--- config.mk ---
export PLATFORM = sky130hd
export DESIGN_NAME = slot_clkgen
export DESIGN_NICKNAME = d
export VERILOG_FILES = /design/src/rtl/slot_clkgen_pkg.sv /design/src/rtl/slot_clkgen_ctrl.sv /design/src/rtl/slot_clkgen_dpath.sv /design/src/rtl/slot_clkgen.sv
export SDC_FILE = /design/constraint.sdc
export NUM_CORES = 1
export LEC_CHECK = 0
export ABC_AREA = 1
export ABC_CLOCK_PERIOD_IN_PS = 2000
export BUFFER_PORTS_ARGS = -buffer_cell sky130_fd_sc_hd__buf_2
export CAP_MARGIN = 25
export CORE_AREA = 2 2 54 56
export CTS_CLUSTER_DIAMETER = 40
export CTS_CLUSTER_SIZE = 8
export DETAILED_ROUTE_END_ITERATION = 6
export DIE_AREA = 0 0 56 58
export PLACE_DENSITY = 0.71
export SETUP_SLACK_MARGIN = 0.3
export SLEW_MARGIN = 20
export SYNTH_ARGS = -nofsm -noshare
export SYNTH_HDL_FRONTEND = slang
export SYNTH_SLANG_ARGS = --single-unit
--- constraint.sdc ---
create_clock -name clk -period 2 [get_ports clk]
set_input_delay 0 -clock clk [delete_from_list [all_inputs] [get_ports clk]]
set_output_delay 0 -clock clk [all_outputs]
set_load 0.01 [all_outputs]
--- src/rtl/slot_clkgen_pkg.sv ---
package slot_clkgen_pkg;

  typedef struct packed {
    logic restart;
    logic clear;
  } strobe_t;

  localparam int MODE_SHIFT_BIT  = 0;
  localparam int MODE_DOUBLE_BIT = 4;

endpackage

--- src/rtl/slot_clkgen_ctrl.sv ---
module slot_clkgen_ctrl
  import slot_clkgen_pkg::*;
#(
  parameter int FINE_W = 3,
  localparam int DUTY_W = 2 + 2 * FINE_W
) (
  input  logic              clk,
  input  logic              rst,
  input  logic              wrEn,
  input  logic              wrAddr,
  input  logic [DUTY_W-1:0] wrData,
  input  logic              refEdge,
  output logic [DUTY_W-1:0] actDuty,
  output logic              actShift,
  output logic              actDouble,
  output strobe_t           strobe
);

  localparam logic [DUTY_W-1:0] DUTY_RST = {2'b01, {FINE_W{1'b0}}, {FINE_W{1'b1}}};

  logic [DUTY_W-1:0] pendDuty;
  logic              pendShift;
  logic              pendDouble;

  always_ff @(posedge clk) begin
    if (rst) begin
      pendDuty   <= DUTY_RST;
      pendShift  <= 1'b0;
      pendDouble <= 1'b0;
    end else if (wrEn) begin
      if (!wrAddr) begin
        pendDuty <= wrData;
      end else begin
        pendShift  <= wrData[MODE_SHIFT_BIT];
        pendDouble <= wrData[MODE_DOUBLE_BIT];
      end
    end
  end

  always_ff @(posedge clk) begin
    if (rst) begin
      actDuty   <= DUTY_RST;
      actShift  <= 1'b0;
      actDouble <= 1'b0;
    end else if (refEdge) begin
      actDuty   <= pendDuty;
      actShift  <= pendShift;
      actDouble <= pendDouble;
    end
  end

  always_comb begin
    strobe.restart = refEdge & ~rst;
    strobe.clear   = rst;
  end

  AST_CFG_HOLD: assert property (@(posedge clk) disable iff (rst)
    !refEdge |=> ($stable(actDuty) && $stable(actShift) && $stable(actDouble)));

endmodule

--- src/rtl/slot_clkgen_dpath.sv ---
module slot_clkgen_dpath
  import slot_clkgen_pkg::*;
#(
  parameter int FINE_W = 3,
  localparam int DUTY_W  = 2 + 2 * FINE_W,
  localparam int PHASE_W = FINE_W + 2
) (
  input  logic              clk,
  input  strobe_t           strobe,
  input  logic [DUTY_W-1:0] duty,
  input  logic              shiftMode,
  input  logic              doubleRate,
  output logic              clkOut
);

  localparam int NW = PHASE_W + 1;

  logic [PHASE_W-1:0] phase;
  logic [1:0]         quarter;
  logic [FINE_W-1:0]  fine;
  logic [NW-1:0]      rawCount;
  logic [PHASE_W-1:0] slotN;
  logic [PHASE_W-2:0] halfN;
  logic [PHASE_W-1:0] delta;
  logic               dutyHigh;
  logic               doubleHigh;
  logic               shiftHigh;
  logic               nextOut;

  always_comb begin
    quarter  = duty[DUTY_W-1 -: 2];
    fine     = quarter[1] ? duty[2*FINE_W-1:FINE_W] : duty[FINE_W-1:0];
    rawCount = {1'b0, quarter, fine} + NW'(1);
    slotN    = rawCount[PHASE_W] ? {PHASE_W{1'b1}} : rawCount[PHASE_W-1:0];
    halfN    = slotN[PHASE_W-1:1];
  end

  always_comb begin
    delta      = phase - slotN;
    dutyHigh   = (phase < slotN);
    doubleHigh = (phase[PHASE_W-2:0] < halfN);
    shiftHigh  = ~delta[PHASE_W-1];
    if (shiftMode)       nextOut = shiftHigh;
    else if (doubleRate) nextOut = doubleHigh;
    else                 nextOut = dutyHigh;
  end

  always_ff @(posedge clk) begin
    if (strobe.clear) begin
      phase  <= '0;
      clkOut <= 1'b0;
    end else begin
      phase  <= strobe.restart ? '0 : phase + PHASE_W'(1);
      clkOut <= nextOut;
    end
  end

  AST_PHASE_WRAP: assert property (@(posedge clk) disable iff (strobe.clear)
    (!strobe.restart && phase == {PHASE_W{1'b1}}) |=> (phase == '0));

  AST_RESTART_ZERO: assert property (@(posedge clk) disable iff (strobe.clear)
    strobe.restart |=> (phase == '0));

  AST_RESET_LOW: assert property (@(posedge clk)
    strobe.clear |=> !clkOut);

  AST_DUTY_END_LOW: assert property (@(posedge clk) disable iff (strobe.clear)
    (phase == {PHASE_W{1'b1}} && !shiftMode && !doubleRate) |=> !clkOut);

  AST_SHIFT_RISE: assert property (@(posedge clk) disable iff (strobe.clear)
    (shiftMode && phase == slotN) |=> clkOut);

endmodule

--- src/rtl/slot_clkgen.sv ---
module slot_clkgen
  import slot_clkgen_pkg::*;
#(
  parameter int FINE_W = 3,
  localparam int DUTY_W = 2 + 2 * FINE_W
) (
  input  logic              clk,
  input  logic              rst,
  input  logic              wrEn,
  input  logic              wrAddr,
  input  logic [DUTY_W-1:0] wrData,
  input  logic              refEdge,
  output logic              clkOut
);

  strobe_t           strobe;
  logic [DUTY_W-1:0] actDuty;
  logic              actShift;
  logic              actDouble;

  slot_clkgen_ctrl #(.FINE_W(FINE_W)) u_ctrl (
    .clk       (clk),
    .rst       (rst),
    .wrEn      (wrEn),
    .wrAddr    (wrAddr),
    .wrData    (wrData),
    .refEdge   (refEdge),
    .actDuty   (actDuty),
    .actShift  (actShift),
    .actDouble (actDouble),
    .strobe    (strobe)
  );

  slot_clkgen_dpath #(.FINE_W(FINE_W)) u_dpath (
    .clk        (clk),
    .strobe     (strobe),
    .duty       (actDuty),
    .shiftMode  (actShift),
    .doubleRate (actDouble),
    .clkOut     (clkOut)
  );

endmodule

==> impl_metrics.tcl, run 1 <==
set metrics [dict create \
    biggest_area_consumer_among_synthesized_cells "dfxtp_1" \
    worst_setup_path_end_kind "flip-flop" \
    hold_viol_final 0 \
    setup_ws_ns -0.0188 \
    endpoint_required_time_on_the_critical_path_ns 2.27 \
    cts_made_buffers 3 \
    site_rows 19 \
    initial_core_util_pct 48.4 \
    synth_most_common_cell "nand2_1" \
    cp_max_fo 5 \
    grt_pass1_wl_mm 4.77 \
    synth-seq-area-share_pct 40.4 \
    syn_area_per_cell_um2 7.23 \
    whs_ns 0.0357 \
    syn-num-nets 200 \
    yosys.cell_types.count 19 \
    worst_slew_pin_slew_ns 0.478 \
    failing_checks "setup timing" \
    path_cells "inv_6 -> nand2_2 -> nand2_4 -> nand3_2 -> xnor2_2 -> nor2_2 -> ha_1 -> a21oi_2 -> nor2_2 -> nor3_1 -> nand2_1 -> nand2_1 -> nand2_2 -> a21oi_2" \
    fp.dieArea_um2 3250 \
    leakage_nw 0.859 \
    setup-violations-final 1 \
    max-cap-violations 0 \
    estimated_wirelength_of_the_detail_placed_design_mm 1.86 \
    dieWidth_um 56 \
    pwrdens_nw_per_um2 680 \
    area_growth_syn_to_fin_pct 31.9 \
    total_wirelength_of_the_detailed_routed_design_mm 2.70 \
    clk_path_buf_depth 2 \
    outcome "finished, violations left" \
    syn-cell-area_um2 1290 \
    vias 1183 \
    gpl.final_weighted_congestion 0.814 \
    report.final.slew_viol_count 0 \
    io-pin-count 14 \
    rsz_0062_raised_after_global_routing "true" \
    clk_transition_reported_paths_ns 0.14 \
    antenna_cells 0 \
    peakVddDrop_uv 544 \
    synthFlopType "dfxtp_1" \
    critical-path-top-delay-family "simple AND/OR/NAND/NOR gates" \
    postSynth.asyncResetShare_pct 0 \
    drc_errors 0 \
    clk_root_buffer_cell "clkbuf_4" \
    final_antenna_violating_net_count 0 \
    placement.setup.worst_slack_ns -0.0874 \
    track_usage_pct 19.1 \
    yosysWarningCount 0 \
    tritoncts "done" \
    grt_start_max_net_pins 21 \
    totalNegativeSetupSlack_ns -0.0188 \
    cts.htree.levels 1 \
    syn-instance-count 178 \
    yosysTopAreaCellShare_pct 40.4 \
    final_nets 238 \
    chipHeight_um 58 \
    synth_edf_count 0 \
    clock_sinks 26 \
    slew-limit-headroom_pct 68.0 \
    core_box_area_um2 2660 \
    viasPerCell 4.81 \
    holdCritPathClass "primary input to flip-flop" \
    firstDrtPassIters 4 \
    antenna_found_initial 0 \
    max_freq_mhz 495 \
    path_class "flip-flop to flip-flop" \
    register_bit_total_from_synthesis 26 \
    setup.worst_path.start_class "flip-flop" \
    worst_clock_skew_ns 0.00126 \
    avgRoutedWirePerCell_um 11.0 \
    cp.buffers_inverters 1 \
    portBuffers 13 \
    critical-path-max-stage-delay_ns 0.39 \
    min_period_ns 2.02 \
    worstSkewPairLatency_ns 0.32 \
    final.period_utilization_pct 101 \
    drt-initial-drc-count 36 \
    drive_gt1_share_pct 27.4 \
    synth_top_cells_by_area "dfxtp_1, nand2_1, ha_1" \
    critPathArrivalTime_ns 2.29 \
    synth_common_cells "nand2_1, nor2_1, dfxtp_1" \
    grt_pass1_vias 1171 \
    timing.critical_path.slowest_stage_cell "dfxtp_4" \
    overflow 0 \
]
## metal layers
layer | global-route usage [%] | wire length [µm] | vias up
met5 | 0 | 0 | -
met4 | 9.18 | 52 | 0
met3 | 2.01 | 51 | 5
met2 | 36.1 | 1440 | 17
met1 | 21.4 | 1160 | 522
li1 | - | - | 639
## path summary, 6_finish.rpt
path | startpoint | to | slack (ns) | cells after the start
worst max-delay path | u_ctrl.actDuty[7] | u_dpath.clkOut | -0.02 | 14
worst max register to register | u_ctrl.actDuty[7] | u_dpath.clkOut | -0.02 | 14
worst min register to register | u_ctrl.pendDuty[0] | u_ctrl.pendDuty[0] | 0.48 | 2
worst min-delay path | wrAddr | u_ctrl.pendDouble | 0.04 | 4
## power breakdown
group | total [mW] | switching [mW] | internal (mW) | leakage [nW]
logic | 0.316 | 0.162 | 0.153 | 0.624
clock network | 0.269 | 0.158 | 0.112 | 0.0210
registers | 0.570 | 0.0212 | 0.549 | 0.215
total | 1.15 | 0.341 | 0.813 | 0.859
## cell families after synthesis
kind of cell,Yosys count,synth area share [%]
simple gates,93,32.0
buf+inv,26,7.58
flops,26,40.4
compound gates,20,8.55
fa+ha+maj,9,8.75
xor+xnor,4,2.72
## timing repair
action | 4_1_cts | 5_1_grt
hold buffers | 10 | 0
resized for setup | 14 | 4
endpoints found under the hold margin | 16 | 0
endpoints found under the setup margin | 1 | 1
setup buffers | 11 | 1
pin swaps | 18 | 12
## layout make-up
cell class	instances	area, µm²
Fill cell	236	965
Multi-Input combinational cell	126	739
Sequential cell	26	526
Timing Repair Buffer	37	270
Inverter	22	87.6
Tap cell	31	38.8
Clock buffer	4	36.3
## sequential cells by signal, indices dropped and copies added (netlist names)
signal and flops:
u_ctrl.actShift 1, u_ctrl.actDuty 8, u_ctrl.pendDouble 1, u_ctrl.actDouble 1, u_dpath.phase 5, u_dpath.clkOut 1, u_ctrl.pendDuty 8, u_ctrl.pendShift 1
## stage by stage
step	power [mW]	utilization, %	cell area, µm²	instances
after floorplan	0.752	-	1300	178
after global placement	0.805	52.9	1410	220
after detailed placement	0.817	52.9	1410	220
final	1.15	63.8	1700	246
after global routing	1.23	63.8	1700	246
after CTS	1.15	63.3	1680	245
## cell usage in the layout (no fill, tap or decap), drive strengths merged, types with 2 or more instances in the layout
| cell | Yosys | layout |
|---|---|---|
| nand3 | 15 | 15 |
| dfxtp | 26 | 26 |
| nor3 | 2 | 2 |
| nor2 | 28 | 28 |
| dlygate4sd3 | 0 | 10 |
| buf | 0 | 27 |
| a21oi | 6 | 6 |
| xor2 | 3 | 3 |
| clkbuf | 4 | 4 |
| ha | 9 | 9 |
| inv | 22 | 22 |
| o21ai | 13 | 13 |
| nand2 | 47 | 47 |
## tightest hold or removal path: stages
cell and delay, ns:
buf_2 0.10, nand2_1 0.08, o21ai_0 0.08, nor2_1 0.07
Note: power is estimated with default switching activity, not from simulation.
==> run 2, diff against run 1 <==
- CORE_AREA: 2 2 54 56 -> 2 2 55 57
- DIE_AREA: 0 0 56 58 -> 0 0 57 59
- GPL_TIMING_DRIVEN: default -> 0
- SYNTH_HIERARCHICAL: default -> 1
==> run 2 against run 1 <==
Compared with the run above: the run now ends clean; cell count increased by 3.7%; maximum frequency rose by 1.5%; clock-buffer cell count unchanged; synthesized cell count increased by 7.9%; clock skew increased by 0.0070 ns; critical path type unchanged.
==> impl_metrics.tcl, run 2 <==
set metrics [dict create \
    route.layer.met1.wl_mm 1.17 \
    grt_pass1_wl_mm 5.06 \
    syn_area_per_cell_um2 7.05 \
    yosysTopAreaCellShare_pct 38.4 \
    worstSkewPairLatency_ns 0.32 \
    setup-violations-final 0 \
    cp_max_fo 6 \
    cts_made_buffers 3 \
    layout.cells.most_common "nand2_1" \
    estimated_wirelength_of_the_detail_placed_design_mm 1.98 \
    worst_slew_pin_slew_ns 0.304 \
    io-pin-count 14 \
    antenna_cells 0 \
    yosysWarningCount 6 \
    clk_root_buffer_cell "clkbuf_4" \
    path_class "flip-flop to flip-flop" \
    synth_common_cells "nand2_1, dfxtp_1, nor2_1" \
    yosys.cell_types.count 23 \
    syn-num-nets 214 \
    dieWidth_um 57 \
    final.period_utilization_pct 99.4 \
    overflow 0 \
    highest-signal-layer "met4" \
    worst_setup_path_end_kind "flip-flop" \
    outcome "completed" \
    portBuffers 13 \
    worst-r2r-setup-slack_ns 0.01 \
    leakage_nw 0.857 \
    grt_start_max_net_pins 15 \
    met2_wire_length_mm 1.55 \
    crit-reg2reg-capture "u_dpath/clkOut" \
    viasPerCell 4.80 \
    avgRoutedWirePerCell_um 11.1 \
    register_bit_total_from_synthesis 26 \
    gpl.final_weighted_congestion 0.713 \
    clock_sinks 26 \
    clk_transition_reported_paths_ns 0.13 \
    peakVddDrop_uv 539 \
    drive_gt1_share_pct 25.0 \
    crit_path_end "u_dpath/clkOut" \
    synth_top_cells_by_area "dfxtp_1, nand2_1, nand3_1" \
    postSynth.asyncResetShare_pct 0 \
    crit_start "u_ctrl/actDuty[7]" \
    tritoncts "done" \
    pwrdens_nw_per_um2 627 \
    finish.cell_count_without_fillers 255 \
    slew-limit-headroom_pct 79.7 \
    fp.dieArea_um2 3360 \
    grt_pass1_vias 1135 \
    final_antenna_violating_net_count 0 \
    drt-initial-drc-count 26 \
    antenna_found_initial 0 \
    syn-instance-count 192 \
    cts.htree.levels 1 \
    final_nets 247 \
    post-place-cells 236 \
    total_power_mw 1.09 \
    initial_core_util_pct 50.0 \
    setup.worst_path.start_class "flip-flop" \
    detailroute.wirelength.met3_um 56 \
    worst_clock_skew_ns 0.00827 \
    report.final.slew_viol_count 0 \
    biggest_area_consumer_among_synthesized_cells "dfxtp_1" \
    worst_r2r_startpoint "u_ctrl/actDuty[7]" \
    firstDrtPassIters 4 \
    max-cap-violations 0 \
    synth_edf_count 0 \
    site_rows 19 \
    critPathArrivalTime_ns 2.26 \
    total_wirelength_of_the_detailed_routed_design_mm 2.83 \
    synth_most_common_cell "nand2_1" \
    clk_path_buf_depth 2 \
    max_freq_mhz 503 \
    endpoint_required_time_on_the_critical_path_ns 2.27 \
    min_period_ns 1.99 \
    core_box_area_um2 2710 \
    synthFlopType "dfxtp_1" \
    top_library_cells_by_usage_in_the_layout_fill_and_taps_aside "nand2_1, nor2_1, dfxtp_1, nand3_1, inv_1" \
    track_usage_pct 19.4 \
    synth-seq-area-share_pct 38.4 \
    chipHeight_um 59 \
    vias 1225 \
    rsz_0062_raised_after_global_routing "true" \
    area_growth_syn_to_fin_pct 28.8 \
    drc_errors 0 \
    reg.largest.list "u_ctrl/actDuty x8, u_ctrl/pendDuty x8, u_dpath/phase x5" \
    hold_viol_final 0 \
    reg2regPathDepth 15 \
    syn-cell-area_um2 1350 \
    holdCritPathClass "primary input to flip-flop" \
]
==> run 2: per-layer routing <==
layer / track usage, % / up-vias
met1: 21.8 / 527
met2: 36.0 / 17
li1: - / 675
met4: 8.97 / 0
met5: 0 / -
met3: 3.06 / 6
==> run 2: worst min path at each step <==
stage,end,depth (start not counted),start,slack [ns]
2_1_floorplan,u_ctrl/pendDouble,1,rst,0.07
3_3_place_gp,u_ctrl/pendShift,2,rst,0.23
3_5_place_dp,u_ctrl/pendShift,2,rst,0.24
4_1_cts,u_ctrl/pendDuty[3],4,wrAddr,0.04
5_1_grt,u_ctrl/pendDuty[7],4,wrAddr,0.09
6_report,u_ctrl/pendDuty[3],4,wrAddr,0.05
==> run 2: where the power goes <==
group          switching, mW  internal, mW  leakage, nW  total [mW]
registers             0.0221         0.549        0.215       0.571
logic                  0.167         0.131        0.627       0.298
clock network          0.146        0.0780       0.0150       0.224
==> run 2: final cells by class <==
| class | count | area (µm²) |
|---|---|---|
| Sequential cell | 26 | 524 |
| Timing Repair Buffer | 28 | 210 |
| Fill cell | 242 | 966 |
| Tap cell | 31 | 38.8 |
| Inverter | 24 | 92.6 |
| Clock buffer | 4 | 26.3 |
| Multi-Input combinational cell | 137 | 820 |
| Buffer | 5 | 32.5 |
==> run 2: kinds of logic after synthesis <==
group           after synthesis  synth area share (%)
buf+inv                      29                  9.06
compound gates               17                  7.39
flops                        26                  38.4
fa+ha+maj                     9                  8.32
simple gates                111                  36.8
==> run 2: critical path, stage by stage, from the launching register on <==
cell and delay, ns:
dfxtp_4 0.39, inv_4 0.07, nand2_2 0.06, nand2_4 0.09, nand3_1 0.09, inv_2 0.12
nand3_2 0.08, o21ai_2 0.12, ha_4 0.26, a21oi_4 0.16, nor2_1 0.06, nor3_1 0.12
nand2_1 0.08, nand2_1 0.07, nand2_1 0.06, a21oi_2 0.10
==> run 2: repair_timing <==
item / CTS / global route
setup endpoints to repair: 1 / 2
hold buffers: 13 / 0
hold endpoints to repair: 12 / 0
pin swaps: 5 / 2
gates resized for setup: 7 / 3
buffers inserted: 2 / 0
==> run 2: per-stage QoR <==
step / hold slack, ns / setup TNS, ns / setup WS, ns / util, % / cell area [µm²]
floorplan: 0.0691 / 0 / 0.128 / - / 1390
global placement: 0.233 / 0 / 0.00419 / 55.2 / 1500
detailed placement: 0.240 / -0.0955 / -0.0955 / 55.2 / 1500
CTS: 0.0426 / -0.00214 / -0.00214 / 63.7 / 1730
global route: 0.0865 / -0.128 / -0.128 / 64.4 / 1740
finish: 0.0541 / 0 / 0.0118 / 64.4 / 1740
